==> src/rtl/hdlc_rx_pkg.sv <==
package hdlc_rx_pkg;
  localparam int unsigned BYTE_W = 8;
  localparam int unsigned RUN_W  = 3;
  localparam int unsigned PIPE_D = 7;
  localparam int unsigned PCNT_W = 3;

  localparam logic [RUN_W-1:0]  STUFF_RUN = 3'd5;
  localparam logic [RUN_W-1:0]  FLAG_RUN  = 3'd6;
  localparam logic [RUN_W-1:0]  RUN_SAT   = 3'd7;
  localparam logic [PCNT_W-1:0] PIPE_FULL = 3'd7;

  typedef enum logic [2:0] {
    EV_NONE,
    EV_DATA,
    EV_STUFF,
    EV_FLAG,
    EV_ABORT
  } line_ev_e;
endpackage

==> src/rtl/hdlc_rx_srcsel.sv <==
module hdlc_rx_srcsel (
  input  logic src_ext_i,
  input  logic int_en_i,
  input  logic ext_en_i,
  output logic bit_en_o
);
  always_comb begin
    bit_en_o = src_ext_i ? ext_en_i : int_en_i;
  end
endmodule

==> src/rtl/hdlc_rx_linedet.sv <==
module hdlc_rx_linedet
  import hdlc_rx_pkg::*;
(
  input  logic clk,
  input  logic rst_n,
  input  logic bit_en_i,
  input  logic bit_i,
  output logic commit_en_o,
  output logic commit_bit_o,
  output logic open_o,
  output logic close_o,
  output logic abort_o
);
  logic [RUN_W-1:0]  ones_q, ones_n;
  logic              frame_q, frame_n;
  logic [PIPE_D-1:0] pipe_q, pipe_n;
  logic [PCNT_W-1:0] pcnt_q, pcnt_n;
  logic              last0_q, last0_n;
  logic              push;
  line_ev_e          ev;

  // classify the incoming bit
  always_comb begin
    ev = EV_NONE;
    if (bit_en_i) begin
      if (bit_i)                  ev = (ones_q >= FLAG_RUN) ? EV_ABORT : EV_DATA;
      else if (ones_q == FLAG_RUN)  ev = EV_FLAG;
      else if (ones_q == STUFF_RUN) ev = EV_STUFF;
      else                          ev = EV_DATA;
    end
  end

  // next state: seven-bit holding pipe so flag bits never reach the byte path
  always_comb begin
    ones_n       = ones_q;
    frame_n      = frame_q;
    pipe_n       = pipe_q;
    pcnt_n       = pcnt_q;
    last0_n      = last0_q;
    push         = 1'b0;
    commit_en_o  = 1'b0;
    commit_bit_o = pipe_q[0];
    open_o       = 1'b0;
    close_o      = 1'b0;
    abort_o      = 1'b0;
    case (ev)
      EV_DATA: begin
        ones_n = bit_i ? ones_q + 1'b1 : '0;
        push   = frame_q;
      end
      EV_STUFF: begin
        ones_n  = '0;
        last0_n = 1'b0;
      end
      EV_FLAG: begin
        ones_n = '0;
        if (frame_q) begin
          close_o     = 1'b1;
          commit_en_o = (pcnt_q == PIPE_FULL) && !last0_q;
        end else begin
          open_o = 1'b1;
        end
        frame_n = 1'b1;
        pcnt_n  = '0;
        last0_n = 1'b0;
      end
      EV_ABORT: begin
        ones_n  = RUN_SAT;
        abort_o = frame_q;
        frame_n = 1'b0;
        pcnt_n  = '0;
      end
      default: ;
    endcase
    if (push) begin
      commit_en_o = (pcnt_q == PIPE_FULL);
      pipe_n      = {bit_i, pipe_q[PIPE_D-1:1]};
      if (pcnt_q != PIPE_FULL) pcnt_n = pcnt_q + 1'b1;
      if (!bit_i) last0_n = 1'b1;
    end
  end

  always_ff @(posedge clk or negedge rst_n) begin
    if (!rst_n) begin
      ones_q  <= '0;
      frame_q <= 1'b0;
      pipe_q  <= '0;
      pcnt_q  <= '0;
      last0_q <= 1'b0;
    end else begin
      ones_q  <= ones_n;
      frame_q <= frame_n;
      pipe_q  <= pipe_n;
      pcnt_q  <= pcnt_n;
      last0_q <= last0_n;
    end
  end
endmodule

==> src/rtl/hdlc_rx_crc.sv <==
module hdlc_rx_crc #(
  parameter int unsigned      W    = 16,
  parameter logic [W-1:0]     INIT = '1,
  parameter logic [W-1:0]     POLY = 16'h8408
) (
  input  logic         clk,
  input  logic         rst_n,
  input  logic         init_i,
  input  logic         en_i,
  input  logic         bit_i,
  output logic [W-1:0] crc_o
);
  logic [W-1:0] crc_q, crc_n;

  always_comb begin
    crc_n = crc_q;
    if (init_i)
      crc_n = INIT;
    else if (en_i)
      crc_n = (crc_q[0] ^ bit_i) ? ((crc_q >> 1) ^ POLY) : (crc_q >> 1);
  end

  always_ff @(posedge clk or negedge rst_n) begin
    if (!rst_n) crc_q <= INIT;
    else        crc_q <= crc_n;
  end

  assign crc_o = crc_q;
endmodule

==> src/rtl/hdlc_rx_deframer.sv <==
module hdlc_rx_deframer
  import hdlc_rx_pkg::*;
#(
  parameter int unsigned          CRC_W    = 16,
  parameter logic [CRC_W-1:0]     CRC_INIT = '1,
  parameter logic [CRC_W-1:0]     CRC_POLY = 16'h8408,
  parameter logic [CRC_W-1:0]     CRC_GOOD = 16'hF0B8
) (
  input  logic              clk,
  input  logic              rst_n,
  input  logic              src_ext_i,
  input  logic              int_bit_en_i,
  input  logic              ext_bit_en_i,
  input  logic              rx_bit_i,
  output logic              byte_valid_o,
  output logic [BYTE_W-1:0] byte_data_o,
  output logic              frame_end_o,
  output logic              frame_good_o,
  output logic              frame_crc_err_o,
  output logic              frame_abort_o,
  output logic              frame_nonoct_o
);
  localparam int unsigned HOLD_N = CRC_W / BYTE_W + 1;
  localparam int unsigned CNT_W  = $clog2(HOLD_N + 1);
  localparam int unsigned BIT_W  = $clog2(BYTE_W);

  logic             bit_en;
  logic             c_en, c_bit, ev_open, ev_close, ev_abort;
  logic             clear;
  logic [CRC_W-1:0] crc;

  logic [BIT_W-1:0]  bitcnt_q, bitcnt_n;
  logic [BYTE_W-1:0] sr_q, sr_n, new_byte;
  logic [BYTE_W-1:0] hold_q [HOLD_N];
  logic [BYTE_W-1:0] hold_n [HOLD_N];
  logic [CNT_W-1:0]  hcnt_q, hcnt_n;
  logic              any_q, any_n;
  logic              close_q;

  logic              valid_n, end_n, good_n, cerr_n, abrt_n, nono_n;
  logic [BYTE_W-1:0] data_n;
  logic              aligned, res_ok;

  hdlc_rx_srcsel u_src (
    .src_ext_i (src_ext_i),
    .int_en_i  (int_bit_en_i),
    .ext_en_i  (ext_bit_en_i),
    .bit_en_o  (bit_en)
  );

  hdlc_rx_linedet u_line (
    .clk          (clk),
    .rst_n        (rst_n),
    .bit_en_i     (bit_en),
    .bit_i        (rx_bit_i),
    .commit_en_o  (c_en),
    .commit_bit_o (c_bit),
    .open_o       (ev_open),
    .close_o      (ev_close),
    .abort_o      (ev_abort)
  );

  assign clear = ev_open | ev_abort | close_q;

  hdlc_rx_crc #(.W(CRC_W), .INIT(CRC_INIT), .POLY(CRC_POLY)) u_crc (
    .clk    (clk),
    .rst_n  (rst_n),
    .init_i (clear),
    .en_i   (c_en),
    .bit_i  (c_bit),
    .crc_o  (crc)
  );

  assign new_byte = {c_bit, sr_q[BYTE_W-1:1]};
  assign aligned  = (bitcnt_q == '0);
  assign res_ok   = (crc == CRC_GOOD);

  always_comb begin
    bitcnt_n = bitcnt_q;
    sr_n     = sr_q;
    hcnt_n   = hcnt_q;
    any_n    = any_q;
    for (int i = 0; i < HOLD_N; i++) hold_n[i] = hold_q[i];
    valid_n = 1'b0;
    end_n   = 1'b0;
    good_n  = 1'b0;
    cerr_n  = 1'b0;
    abrt_n  = 1'b0;
    nono_n  = 1'b0;
    data_n  = '0;

    // byte assembly, LSB first; bytes wait in the hold line until the CRC is known
    if (c_en) begin
      sr_n     = new_byte;
      bitcnt_n = bitcnt_q + 1'b1;
      any_n    = 1'b1;
      if (bitcnt_q == BIT_W'(BYTE_W - 1)) begin
        if (hcnt_q == CNT_W'(HOLD_N)) begin
          valid_n = 1'b1;
          data_n  = hold_q[0];
          for (int i = 0; i < HOLD_N - 1; i++) hold_n[i] = hold_q[i+1];
          hold_n[HOLD_N-1] = new_byte;
        end else begin
          for (int i = 0; i < HOLD_N; i++)
            if (CNT_W'(i) == hcnt_q) hold_n[i] = new_byte;
          hcnt_n = hcnt_q + 1'b1;
        end
      end
    end

    // frame close: last payload byte is the oldest held byte
    if (close_q && hcnt_q == CNT_W'(HOLD_N)) begin
      valid_n = 1'b1;
      data_n  = hold_q[0];
      end_n   = 1'b1;
      good_n  = aligned && res_ok;
      cerr_n  = aligned && !res_ok;
      nono_n  = !aligned;
    end

    if (ev_abort && any_q) begin
      end_n  = 1'b1;
      abrt_n = 1'b1;
    end

    if (clear) begin
      bitcnt_n = '0;
      hcnt_n   = '0;
      any_n    = 1'b0;
    end
  end

  always_ff @(posedge clk or negedge rst_n) begin
    if (!rst_n) begin
      bitcnt_q        <= '0;
      sr_q            <= '0;
      hcnt_q          <= '0;
      any_q           <= 1'b0;
      close_q         <= 1'b0;
      for (int i = 0; i < HOLD_N; i++) hold_q[i] <= '0;
      byte_valid_o    <= 1'b0;
      byte_data_o     <= '0;
      frame_end_o     <= 1'b0;
      frame_good_o    <= 1'b0;
      frame_crc_err_o <= 1'b0;
      frame_abort_o   <= 1'b0;
      frame_nonoct_o  <= 1'b0;
    end else begin
      bitcnt_q        <= bitcnt_n;
      sr_q            <= sr_n;
      hcnt_q          <= hcnt_n;
      any_q           <= any_n;
      close_q         <= ev_close;
      for (int i = 0; i < HOLD_N; i++) hold_q[i] <= hold_n[i];
      byte_valid_o    <= valid_n;
      byte_data_o     <= data_n;
      frame_end_o     <= end_n;
      frame_good_o    <= good_n;
      frame_crc_err_o <= cerr_n;
      frame_abort_o   <= abrt_n;
      frame_nonoct_o  <= nono_n;
    end
  end
endmodule

==> config.mk <==
export PLATFORM = sky130hd
export DESIGN_NAME = hdlc_rx_deframer
export DESIGN_NICKNAME = d
export VERILOG_FILES = /design/src/rtl/hdlc_rx_pkg.sv /design/src/rtl/hdlc_rx_srcsel.sv /design/src/rtl/hdlc_rx_linedet.sv /design/src/rtl/hdlc_rx_crc.sv /design/src/rtl/hdlc_rx_deframer.sv
export SDC_FILE = /design/constraint.sdc
export NUM_CORES = 1
export LEC_CHECK = 0
export CELL_PAD_IN_SITES_DETAIL_PLACEMENT = 0
export CELL_PAD_IN_SITES_GLOBAL_PLACEMENT = 2
export CORE_ASPECT_RATIO = 2
export CORE_UTILIZATION = 44
export DETAILED_ROUTE_END_ITERATION = 6
export GPL_TIMING_DRIVEN = 0
export PLACE_DENSITY = 0.86
export SYNTH_ARGS = -nofsm -noshare
export SYNTH_HDL_FRONTEND = slang
export SYNTH_SLANG_ARGS = --single-unit
==> constraint.sdc <==
create_clock -name clk -period 6.84 [get_ports clk]
set_input_delay 0.684 -clock clk [delete_from_list [all_inputs] [get_ports clk]]
set_output_delay 0.684 -clock clk [all_outputs]
set_load 0.02 [all_outputs]
==> impl_metrics.tcl, run 1 <==
set metrics [dict create \
    clock_tree.root_cell "clkbuf_16" \
    reg2regPathDepth 7 \
    vias_in_the_first_global_route 2674 \
    post_synth_and_or_nand_nor_area_fraction_pct 17.4 \
    rsz0062_at_grt "false" \
    layout.cells.most_common "dfrtp_1" \
    count_of_flip_flops_with_a_built_in_enable_after_synthesis 0 \
    worst_skew_pair.late_latency_ns 0.34 \
    worst_ep_arrival_ns 3.15 \
    vias 2529 \
    initial_utilization_pct 45.6 \
    power.density_nw_per_um2 367 \
    grt_antenna_before_repair 0 \
    power.clock.fraction_pct 33.6 \
    static-leakage-power_uw 0.00210 \
    kind_of_launch_point_of_the_worst_setup_path "primary input" \
    worst_hold_path_type "in -> async" \
    top_level_ports 20 \
    grt_pass1_wl_um 13000 \
    p_sw_share_pct 30.6 \
    gp_congestion 0.805 \
    setup_tns_ns 0 \
    synth_seq_area_share_pct 55.1 \
    run_status "complete, no violations" \
    synth_fa_ha_area_share_pct 3.62 \
    cts-buffers-inserted 9 \
    dominant_combinational_cell_family_by_area_after_synthesis "simple AND/OR/NAND/NOR gates" \
    cell_count_post_placement 448 \
    slew_headroom_pct 54.0 \
    final_min_period_over_clock_period_pct 42.5 \
    timing.max_cap.violations 0 \
    power.switching_uw 502 \
    globalRouteOverflowTotal 0 \
    yosys_most_used_dff "dfrtp_1" \
    dr.first_iter.drc_count 142 \
    clock_sinks 83 \
    cp-end-kind "register" \
    core_um2 8350 \
    clk_pin_slew_worst_paths_ns 0.06 \
    final_count_of_pins_violating_max_slew 0 \
    final_layout_size_suffix_gt1_share_pct 23.2 \
    worstPathMaxFanout 10 \
    peakVddDrop_v 0.000177 \
    buffer_ports.inserted 18 \
    synth_async_sr_flop_share_pct 100 \
    remaining_design_rule_violation_count 0 \
    finalNonFillerCells 464 \
    synth_seq_cells 83 \
    pwr-share-seq_pct 42.7 \
    fp.dieArea_um2 9050 \
    critical_path_required_ns 7.08 \
    area.growth.synth_to_final_pct 17.6 \
    cts_resized 0 \
    die_width_um 67.8 \
    finalSetupViolations 0 \
    path_class "in -> reg" \
    top_library_cells_by_usage_in_the_layout_fill_and_taps_aside "67 x dfrtp_1, 39 x mux2_2, 37 x nand2_1" \
    ctsHtreeMaxLevel 3 \
    final.min_clock_period_ns 2.91 \
    max_freq_mhz 344 \
    num-nets-final 378 \
    cts.repair_timing.setup_buffer_count 0 \
    timing.final.hold_violations 0 \
    insertedDiodeCount 0 \
    max-clock-path-buffers 2 \
    grtUsageTotal_pct 19.8 \
    combPwrFrac_pct 23.8 \
    detail_route.first_pass.iterations 4 \
    layout_skew_ns 0.00662 \
    ant_nets 0 \
    dpl.hpwl_um 5490 \
    synth_xor_xnor_area_share_pct 0.691 \
    floorplan.die.height_um 134 \
    post_cts_hold_buffer_count 0 \
    row_count 47 \
    routed_wire_length_per_instance_um 16.3 \
    total_detailed_routing_wirelength_um 7580 \
    synthesis.nets 348 \
    fin_hold_ws_ns 0.216 \
    route.detailed.vias_per_inst 5.45 \
    yosys-mux-area-fraction_pct 12.2 \
    syn-cell-area_um2 3800 \
    tritoncts "built" \
    synthesis.instances 331 \
    syn_area_per_cell_um2 11.5 \
    worst_slew_pin_slew_ns 0.683 \
    synth.distinct_cells 45 \
    yosysWarnings 0 \
    largest_net_degree_at_the_start_of_global_routing 67 \
    num-fill-cells 770 \
    synth-compound-area-share_pct 8.62 \
    cellInternalPower_uw 1140 \
]
## cell families (layout without fill, tap and decap cells)
kind of cell / count (synthesis) / after routing
AOI/OAI and AO/OA: 48 / 48
adders and majority gates: 11 / 11
buffers and inverters: 22 / 57
and+or+nand+nor: 123 / 123
xor gates and xnor gates: 3 / 3
muxes: 41 / 41
DFF: 83 / 83
## path summary, 6_finish.rpt
kind | startpoint | endpoint | slack, ns
worst min-delay path | rst_n | hold_q[8]$_DFFE_PN0P_ | 0.22
worst max-delay path | src_ext_i | u_crc.crc_o[2]$_DFFE_PN1P_ | 3.93
min in group clk | hold_q[23]$_DFFE_PN0P_ | byte_data_o[7]$_DFF_PN0_ | 0.47
worst min register to register | hold_q[23]$_DFFE_PN0P_ | byte_data_o[7]$_DFF_PN0_ | 0.47
max in group asynchronous | rst_n | u_crc.crc_o[10]$_DFFE_PN1P_ | 5.97
worst max register to register | u_line.ones_q[1]$_DFFE_PN0P_ | hold_q[8]$_DFFE_PN0P_ | 4.38
## cell usage after synthesis (3+ instances only)
library cell	number	area share, %
mux2_2	39	12
ha_1	11	3.6
nor3_1	6	0.79
dfstp_2	16	11
a21o_1	3	0.59
nand3_1	35	4.6
a21oi_1	8	1.1
nand2_1	37	3.7
nor3_4	3	1.3
dfrtp_1	67	44
inv_1	8	0.79
nor2_1	7	0.69
and2_1	8	1.3
o21ai_0	22	2.9
nand2b_1	10	1.6
clkbuf_1	11	1.1
## sequential cells by signal, indices dropped and copies added, names as in the netlist
name,cells
byte_valid_o,1
u_line.last0_q,1
frame_good_o,1
byte_data_o,8
frame_abort_o,1
u_line.frame_q,1
u_line.pipe_q,7
any_q,1
close_q,1
frame_end_o,1
u_line.ones_q,3
frame_crc_err_o,1
hold_q,24
frame_nonoct_o,1
u_crc.crc_o,16
u_line.pcnt_q,3
sr_q,7
bitcnt_q,3
hcnt_q,2
## worst max-delay path, cell delays in order
cell and delay, ns:
clkdlybuf4s50_1 0.51, mux2i_2 0.49, nor2_1 0.24, a211oi_2 0.65, clkbuf_1 0.42, nand3_1 0.14
## power by group through the flow
| stage | clock network (µW) | logic (µW) | registers [µW] |
|---|---|---|---|
| 6_report | 551 | 390 | 700 |
| 5_1_grt | 579 | 444 | 714 |
| 4_1_cts | 563 | 397 | 700 |
| 3_5_place_dp | 0 | 395 | 708 |
| 3_3_place_gp | 0 | 387 | 704 |
| 2_1_floorplan | 0 | 297 | 680 |
## per-stage QoR
stage               cell area [µm²]  setup slack [ns]  utilization [%]  total power [µW]
floorplan                      3800              4.35                -               977
finish                         4470              3.93             53.6              1640
CTS                            4470              3.95             53.6              1660
detailed placement             4130              3.57             49.5              1100
global route                   4470              3.76             53.6              1740
global placement               4110              2.13             49.2              1090
## final cells by class
cell class	count	area [µm²]	area share, %
tap	98	123	2.74
clock buffer	9	225	5.03
timing repair buffer	19	205	4.59
sequential	83	2100	46.9
buffer	14	61.3	1.37
multi-input combinational	226	1620	36.1
clock inverter	7	116	2.60
inverter	8	30.0	0.671
## metal layers
layer | vias up | part of all wire, % | global-route usage, %
met2 | 26 | 57 | 35.5
met4 | 0 | 1.9 | 8.16
met5 | - | 0 | 0
met1 | 1262 | 39 | 21.2
met3 | 12 | 2.1 | 4.37
li1 | 1229 | - | -
Power figures use the tool's default switching activity.
==> run 2: changes to the inputs <==
--- a/config.mk
+++ b/config.mk
@@ -8,10 +8,10 @@
 export CELL_PAD_IN_SITES_DETAIL_PLACEMENT = 0
 export CELL_PAD_IN_SITES_GLOBAL_PLACEMENT = 2
 export CORE_ASPECT_RATIO = 2
-export CORE_UTILIZATION = 44
+export CORE_UTILIZATION = 37
 export DETAILED_ROUTE_END_ITERATION = 6
 export GPL_TIMING_DRIVEN = 0
-export PLACE_DENSITY = 0.86
+export PLACE_DENSITY = 0.77
 export SYNTH_ARGS = -nofsm -noshare
 export SYNTH_HDL_FRONTEND = slang
 export SYNTH_SLANG_ARGS = --single-unit
==> constraint.sdc (replaced) <==
create_clock -name clk -period 2.5 [get_ports clk]
set_input_delay 0.25 -clock clk [delete_from_list [all_inputs] [get_ports clk]]
set_output_delay 0.25 -clock clk [all_outputs]
set_load 0.02 [all_outputs]
==> run 2 against run 1 <==
  * Critical endpoint is now hold_q[15]$_DFFE_PN0P_
  * Largest cell class unchanged
  * Sequential share of layout area down 0.84 points
  * Sequential power rose to 2.7 times the previous value
  * Via count is 0.63% higher
==> impl_metrics.tcl, run 2 (synthesis gave the netlist of run 1 again) <==
set metrics [dict create \
    worst_hold_path_type "in -> reg" \
    clock_tree.root_cell "clkbuf_16" \
    detail_route.first_pass.iterations 4 \
    static-leakage-power_uw 0.00212 \
    globalRouteOverflowTotal 0 \
    regToRegStartpoint "u_line.ones_q[1]$_DFFE_PN0P_" \
    cp-end-kind "register" \
    row_count 52 \
    largest_net_degree_at_the_start_of_global_routing 60 \
    slew_headroom_pct 52.9 \
    grt_pass1_wl_um 13300 \
    cts-buffers-inserted 9 \
    cellInternalPower_uw 2950 \
    critical_path_required_ns 2.72 \
    max-clock-path-buffers 2 \
    worstSetupStartpoint "u_line.ones_q[1]$_DFFE_PN0P_" \
    path_class "reg -> reg" \
    largest_register_ffs 24 \
    dpl.hpwl_um 5760 \
    layout.cells.most_common "dfrtp_1" \
    worst_skew_pair.late_latency_ns 0.34 \
    finalPower_uw 4320 \
    top_library_cells_by_usage_in_the_layout_fill_and_taps_aside "67 x dfrtp_1, 39 x mux2_2, 37 x nand2_1" \
    run_status "complete, no violations" \
    timing.max_cap.violations 0 \
    finalNonFillerCells 506 \
    tritoncts "built" \
    rsz0062_at_grt "false" \
    worst_slew_pin_slew_ns 0.700 \
    num-nets-final 383 \
    power.clock.fraction_pct 30.6 \
    worstPathMaxFanout 10 \
    worst_path_dominant_cell_family "simple AND/OR/NAND/NOR gates" \
    timing.final.hold_violations 0 \
    clock_sinks 83 \
    top_level_ports 20 \
    grt_antenna_before_repair 0 \
    die_width_um 73.7 \
    pwr-share-seq_pct 44.5 \
    num-fill-cells 983 \
    crit_chain "inv_1 > ha_1 > nor4bb_1 > or4_4 > buf_6 > nor3_4 > buf_4 > mux2_2" \
    gp_congestion 0.781 \
    vias 2545 \
    worst_ep_arrival_ns 2.57 \
    insertedDiodeCount 0 \
    clk_pin_slew_worst_paths_ns 0.06 \
    total_detailed_routing_wirelength_um 7790 \
    final_min_period_over_clock_period_pct 93.9 \
    area.growth.synth_to_final_pct 19.7 \
    remaining_design_rule_violation_count 0 \
    floorplan.die.height_um 145 \
    combPwrFrac_pct 24.9 \
    power.density_nw_per_um2 948 \
    vias_in_the_first_global_route 2663 \
    max_freq_mhz 426 \
    regMostFlops "hold_q" \
    ctsHtreeMaxLevel 3 \
    kind_of_launch_point_of_the_worst_setup_path "register" \
    final_layout_size_suffix_gt1_share_pct 24.0 \
    critPathBufInv 3 \
    critPathSlowestCell "or4_4" \
    buffer_ports.inserted 18 \
    fp.dieArea_um2 10700 \
    grtUsageTotal_pct 16.7 \
    ant_nets 0 \
    power.switching_uw 1370 \
    layout_skew_ns 0.00890 \
    cell_count_post_placement 485 \
    routed_wire_length_per_instance_um 15.4 \
    peakVddDrop_v 0.000448 \
    max_stage_delay_ns 0.44 \
    dr.first_iter.drc_count 94 \
    route.detailed.vias_per_inst 5.03 \
    core_um2 10100 \
    finalSetupViolations 0 \
    worst_hold_startpoint "rx_bit_i" \
    p_sw_share_pct 31.7 \
    final_count_of_pins_violating_max_slew 0 \
    fin_hold_ws_ns 0.252 \
    initial_utilization_pct 37.7 \
    final.min_clock_period_ns 2.35 \
]
[run 2: power by group through the flow]
stage / Sequential (µW) / Combinational, µW / Clock [µW]
after global routing: 1960 / 1210 / 1410
after global placement: 1940 / 1070 / 0
after detailed placement: 1940 / 1090 / 0
after floorplan: 1860 / 814 / 0
after CTS: 1920 / 1100 / 1360
final: 1920 / 1080 / 1320
[run 2: final cells by class]
class	count	area (µm²)	share of cell area (%)
Sequential cell	83	2100	46.0
Inverter	8	30.0	0.659
Multi-Input combinational cell	226	1630	35.8
Timing Repair Buffer	24	270	5.93
Clock buffer	12	246	5.41
Tap cell	135	169	3.71
Buffer	14	63.8	1.40
Clock inverter	4	50.0	1.10
[run 2: worst paths after layout]
check,to,slack [ns],depth (start not counted)
worst max register to register,hold_q[15]$_DFFE_PN0P_,0.15,8
max in group asynchronous,u_crc.crc_o[10]$_DFFE_PN1P_,1.47,3
worst min-delay path,u_line.last0_q$_DFF_PN0_,0.25,2
worst max-delay path,hold_q[15]$_DFFE_PN0P_,0.15,8
min in group asynchronous,frame_abort_o$_DFF_PN0_,0.36,2
worst min register to register,byte_data_o[6]$_DFF_PN0_,0.47,1
[run 2: timing repair]
item	CTS	global route
gates resized for setup	0	6
setup buffers	0	4
setup endpoints to repair	16	42
endpoints found under the hold margin	24	0
hold buffers	1	0
gates cloned	0	0
pin swaps	2	3
[run 2: worst reg2reg max path: stages, from the launching register on]
cell	delay (ns)
dfrtp_1	0.43
inv_1	0.09
ha_1	0.19
nor4bb_1	0.16
or4_4	0.44
buf_6	0.18
nor3_4	0.21
buf_4	0.19
mux2_2	0.34
[run 2: metal layers]
metal  routed length [µm]  GRT usage, %  share of wire [%]  up-vias
met1                 2900          17.5                 37     1265
met3                  177          3.74                2.3       12
met4                  181          7.31                2.3        0
li1                     -             -                  -     1235
met5                    0             0                  0        -
met2                 4540          30.3                 58       33
[run 2: stage by stage]
step / setup slack, ns / area, µm² / TNS, ns / util [%]
floorplan: 0.316 / 3800 / 0 / -
finish: 0.152 / 4560 / 0 / 45.2
detailed placement: -0.318 / 4180 / -9.20 / 41.4
CTS: 0.000241 / 4490 / 0 / 44.5
global placement: -1.84 / 4150 / -144.48 / 41.2
global route: 0.0370 / 4560 / 0 / 45.2
==> run 3: changes to the inputs <==
--- a/config.mk
+++ b/config.mk
@@ -5,6 +5,7 @@
 export SDC_FILE = /design/constraint.sdc
 export NUM_CORES = 1
 export LEC_CHECK = 0
+export CAP_MARGIN = 25
 export CELL_PAD_IN_SITES_DETAIL_PLACEMENT = 0
 export CELL_PAD_IN_SITES_GLOBAL_PLACEMENT = 2
 export CORE_ASPECT_RATIO = 2
==> constraint.sdc (replaced) <==
create_clock -name clk -period 1.9 [get_ports clk]
set_input_delay 0.19 -clock clk [delete_from_list [all_inputs] [get_ports clk]]
set_output_delay 0.19 -clock clk [all_outputs]
set_load 0.02 [all_outputs]
==> run 3 against run 2 <==
  * Critical path depth stayed put
  * Count of clock-buffer cells in the layout down 3
  * Critical path type unchanged
  * The flow now finishes with violations (setup timing)
  * Sequential cell count did not move
  * Largest power group unchanged
==> impl_metrics.tcl, run 3 (synthesis gave the netlist of run 1 again) <==
set metrics [dict create \
    max_freq_mhz 459 \
    static-leakage-power_uw 0.00238 \
    buffer_ports.inserted 18 \
    dpl.hpwl_um 5710 \
    crit_path_end "hold_q[0]$_DFFE_PN0P_" \
    finalSetupViolations 62 \
    vias_in_the_first_global_route 2817 \
    cp-end-kind "register" \
    route.detailed.vias_per_inst 5.10 \
    largest_register_ffs 24 \
    insertedDiodeCount 0 \
    violations "setup timing" \
    cts-buffers-inserted 9 \
    critical_path_required_ns 2.12 \
    clock_tree.root_cell "clkbuf_16" \
    detail_route.first_pass.iterations 4 \
    worst_slew_pin_slew_ns 0.623 \
    slew_headroom_pct 58.2 \
    routed_wire_length_per_instance_um 16.0 \
    floorplan.die.height_um 145 \
    clk_pin_slew_worst_paths_ns 0.06 \
    grt_pass1_wl_um 14400 \
    final_layout_size_suffix_gt1_share_pct 37.5 \
    final_min_period_over_clock_period_pct 115 \
    num-nets-final 404 \
    tritoncts "built" \
    grtUsageTotal_pct 17.7 \
    path_class "reg -> reg" \
    clock_sinks 83 \
    total_detailed_routing_wirelength_um 8430 \
    power.density_nw_per_um2 1200 \
    top_library_cells_by_usage_in_the_layout_fill_and_taps_aside "66 x dfrtp_1, 37 x nand2_1, 35 x nand3_1" \
    finalCoreUtilization_pct 51.0 \
    worst_ep_arrival_ns 2.40 \
    timing.max_cap.violations 0 \
    largest_net_degree_at_the_start_of_global_routing 67 \
    placed_cell_area_um2 4220 \
    grt_antenna_before_repair 0 \
    reg2regPathDepth 8 \
    area.growth.synth_to_final_pct 35.2 \
    row_count 52 \
    kind_of_launch_point_of_the_worst_setup_path "register" \
    ant_nets 0 \
    run_status "complete, but fails checks" \
    gp_congestion 0.793 \
    peakVddDrop_v 0.000570 \
    die_width_um 73.7 \
    globalRouteOverflowTotal 0 \
    core_um2 10100 \
    worst_skew_pair.late_latency_ns 0.34 \
    layout.cells.most_common "dfrtp_1" \
    ctsHtreeMaxLevel 3 \
    final.min_clock_period_ns 2.18 \
    max-clock-path-buffers 2 \
    layout_setup_ws_ns -0.277 \
    worstSetupStartpoint "u_line.ones_q[0]$_DFFE_PN0P_" \
    setup.reg_to_reg.worst_slack_ns -0.28 \
    timing.final.hold_violations 0 \
    remaining_design_rule_violation_count 0 \
    initial_utilization_pct 37.7 \
    final_count_of_pins_violating_max_slew 0 \
    worstPathMaxFanout 8 \
    fp.dieArea_um2 10700 \
    top_level_ports 20 \
    worstReg2RegEnd "hold_q[0]$_DFFE_PN0P_" \
    dr.first_iter.drc_count 181 \
    layout_skew_ns 0.00610 \
    num-fill-cells 931 \
    worst_hold_path_type "in -> reg" \
    fin_area_um2 5140 \
    rsz0062_at_grt "true" \
    vias 2690 \
    regMostFlops "hold_q" \
    regToRegStartpoint "u_line.ones_q[0]$_DFFE_PN0P_" \
]
[run 3: changes by cell type in the layout (fill, tap and decap cells not counted), moves of 6 or more]
cell,before,now
o21ai_0,22,10
buf_4,3,16
mux2_2,39,8
mux2_4,0,32
buf_12,2,8
o21ai_2,0,10
clkbuf_1,11,0
[run 3: area by class of cell]
cell class	count	area [µm²]	area share [%]
flip-flops and latches	83	2100	40.8
plain buffers	14	139	2.70
repair buffers	45	517	10.0
inverters	8	30.0	0.584
clock inverters	7	52.6	1.02
clock buffers	9	225	4.38
multi-input cells	226	1910	37.2
well taps	135	169	3.28
[run 3: worst min path at each step]
stage	slack [ns]	start	cells after the start	endpoint
3_3_place_gp	0.46	hold_q[23]$_DFFE_PN0P_	1	byte_data_o[7]$_DFF_PN0_
4_1_cts	0.21	rx_bit_i	3	u_line.ones_q[1]$_DFFE_PN0P_
5_1_grt	0.24	rx_bit_i	2	u_line.last0_q$_DFF_PN0_
6_report	0.22	rx_bit_i	3	u_line.ones_q[1]$_DFFE_PN0P_
2_1_floorplan	-0.11	rst_n	0	any_q$_DFFE_PN0P_
3_5_place_dp	0.09	rst_n	1	hold_q[8]$_DFFE_PN0P_
[run 3: metal layers]
metal / wire length, µm / global-route usage (%) / vias up
met1: 3210 / 19.9 / 1367
met4: 193 / 7.40 / 0
met2: 4880 / 31.5 / 26
li1: - / - / 1284
met3: 141 / 3.46 / 13
met5: 0 / 0 / -
[run 3: what timing repair did]
| action | 4_1_cts | 5_1_grt |
|---|---|---|
| pin swaps | 8 | 29 |
| hold endpoints to repair | 17 | 0 |
| resized for setup | 52 | 67 |
| endpoints found under the setup margin | 76 | 75 |
| gates cloned | 1 | 0 |
| hold buffers | 1 | 0 |
| buffers inserted | 18 | 7 |
[run 3: critical path, cell delays in order (launching register included)]
cell and delay (ns):
dfrtp_1 0.42, inv_1 0.08, ha_2 0.21, nor4bb_4 0.06
or4_4 0.45, buf_12 0.17, nor3_4 0.20, buf_12 0.17
mux2_4 0.30
[run 3: report_power, final]
part | internal [µW] | total [µW] | switching, µW
logic | 961 | 1980 | 1020
clock network | 894 | 1630 | 736
registers | 2230 | 2560 | 324
total | 4090 | 6170 | 2080
[run 3: stage by stage]
stage	hold slack, ns	setup slack (ns)	TNS, ns	total power [µW]	cells
6_report	0.217	-0.277	-12.82	6170	527
5_1_grt	0.236	-0.367	-17.99	6540	527
2_1_floorplan	-0.106	-0.210	-7.28	3550	331
4_1_cts	0.212	-0.312	-14.29	5930	521
3_3_place_gp	0.458	-2.36	-221.77	3980	484
3_5_place_dp	0.0884	-0.862	-43.37	4030	485
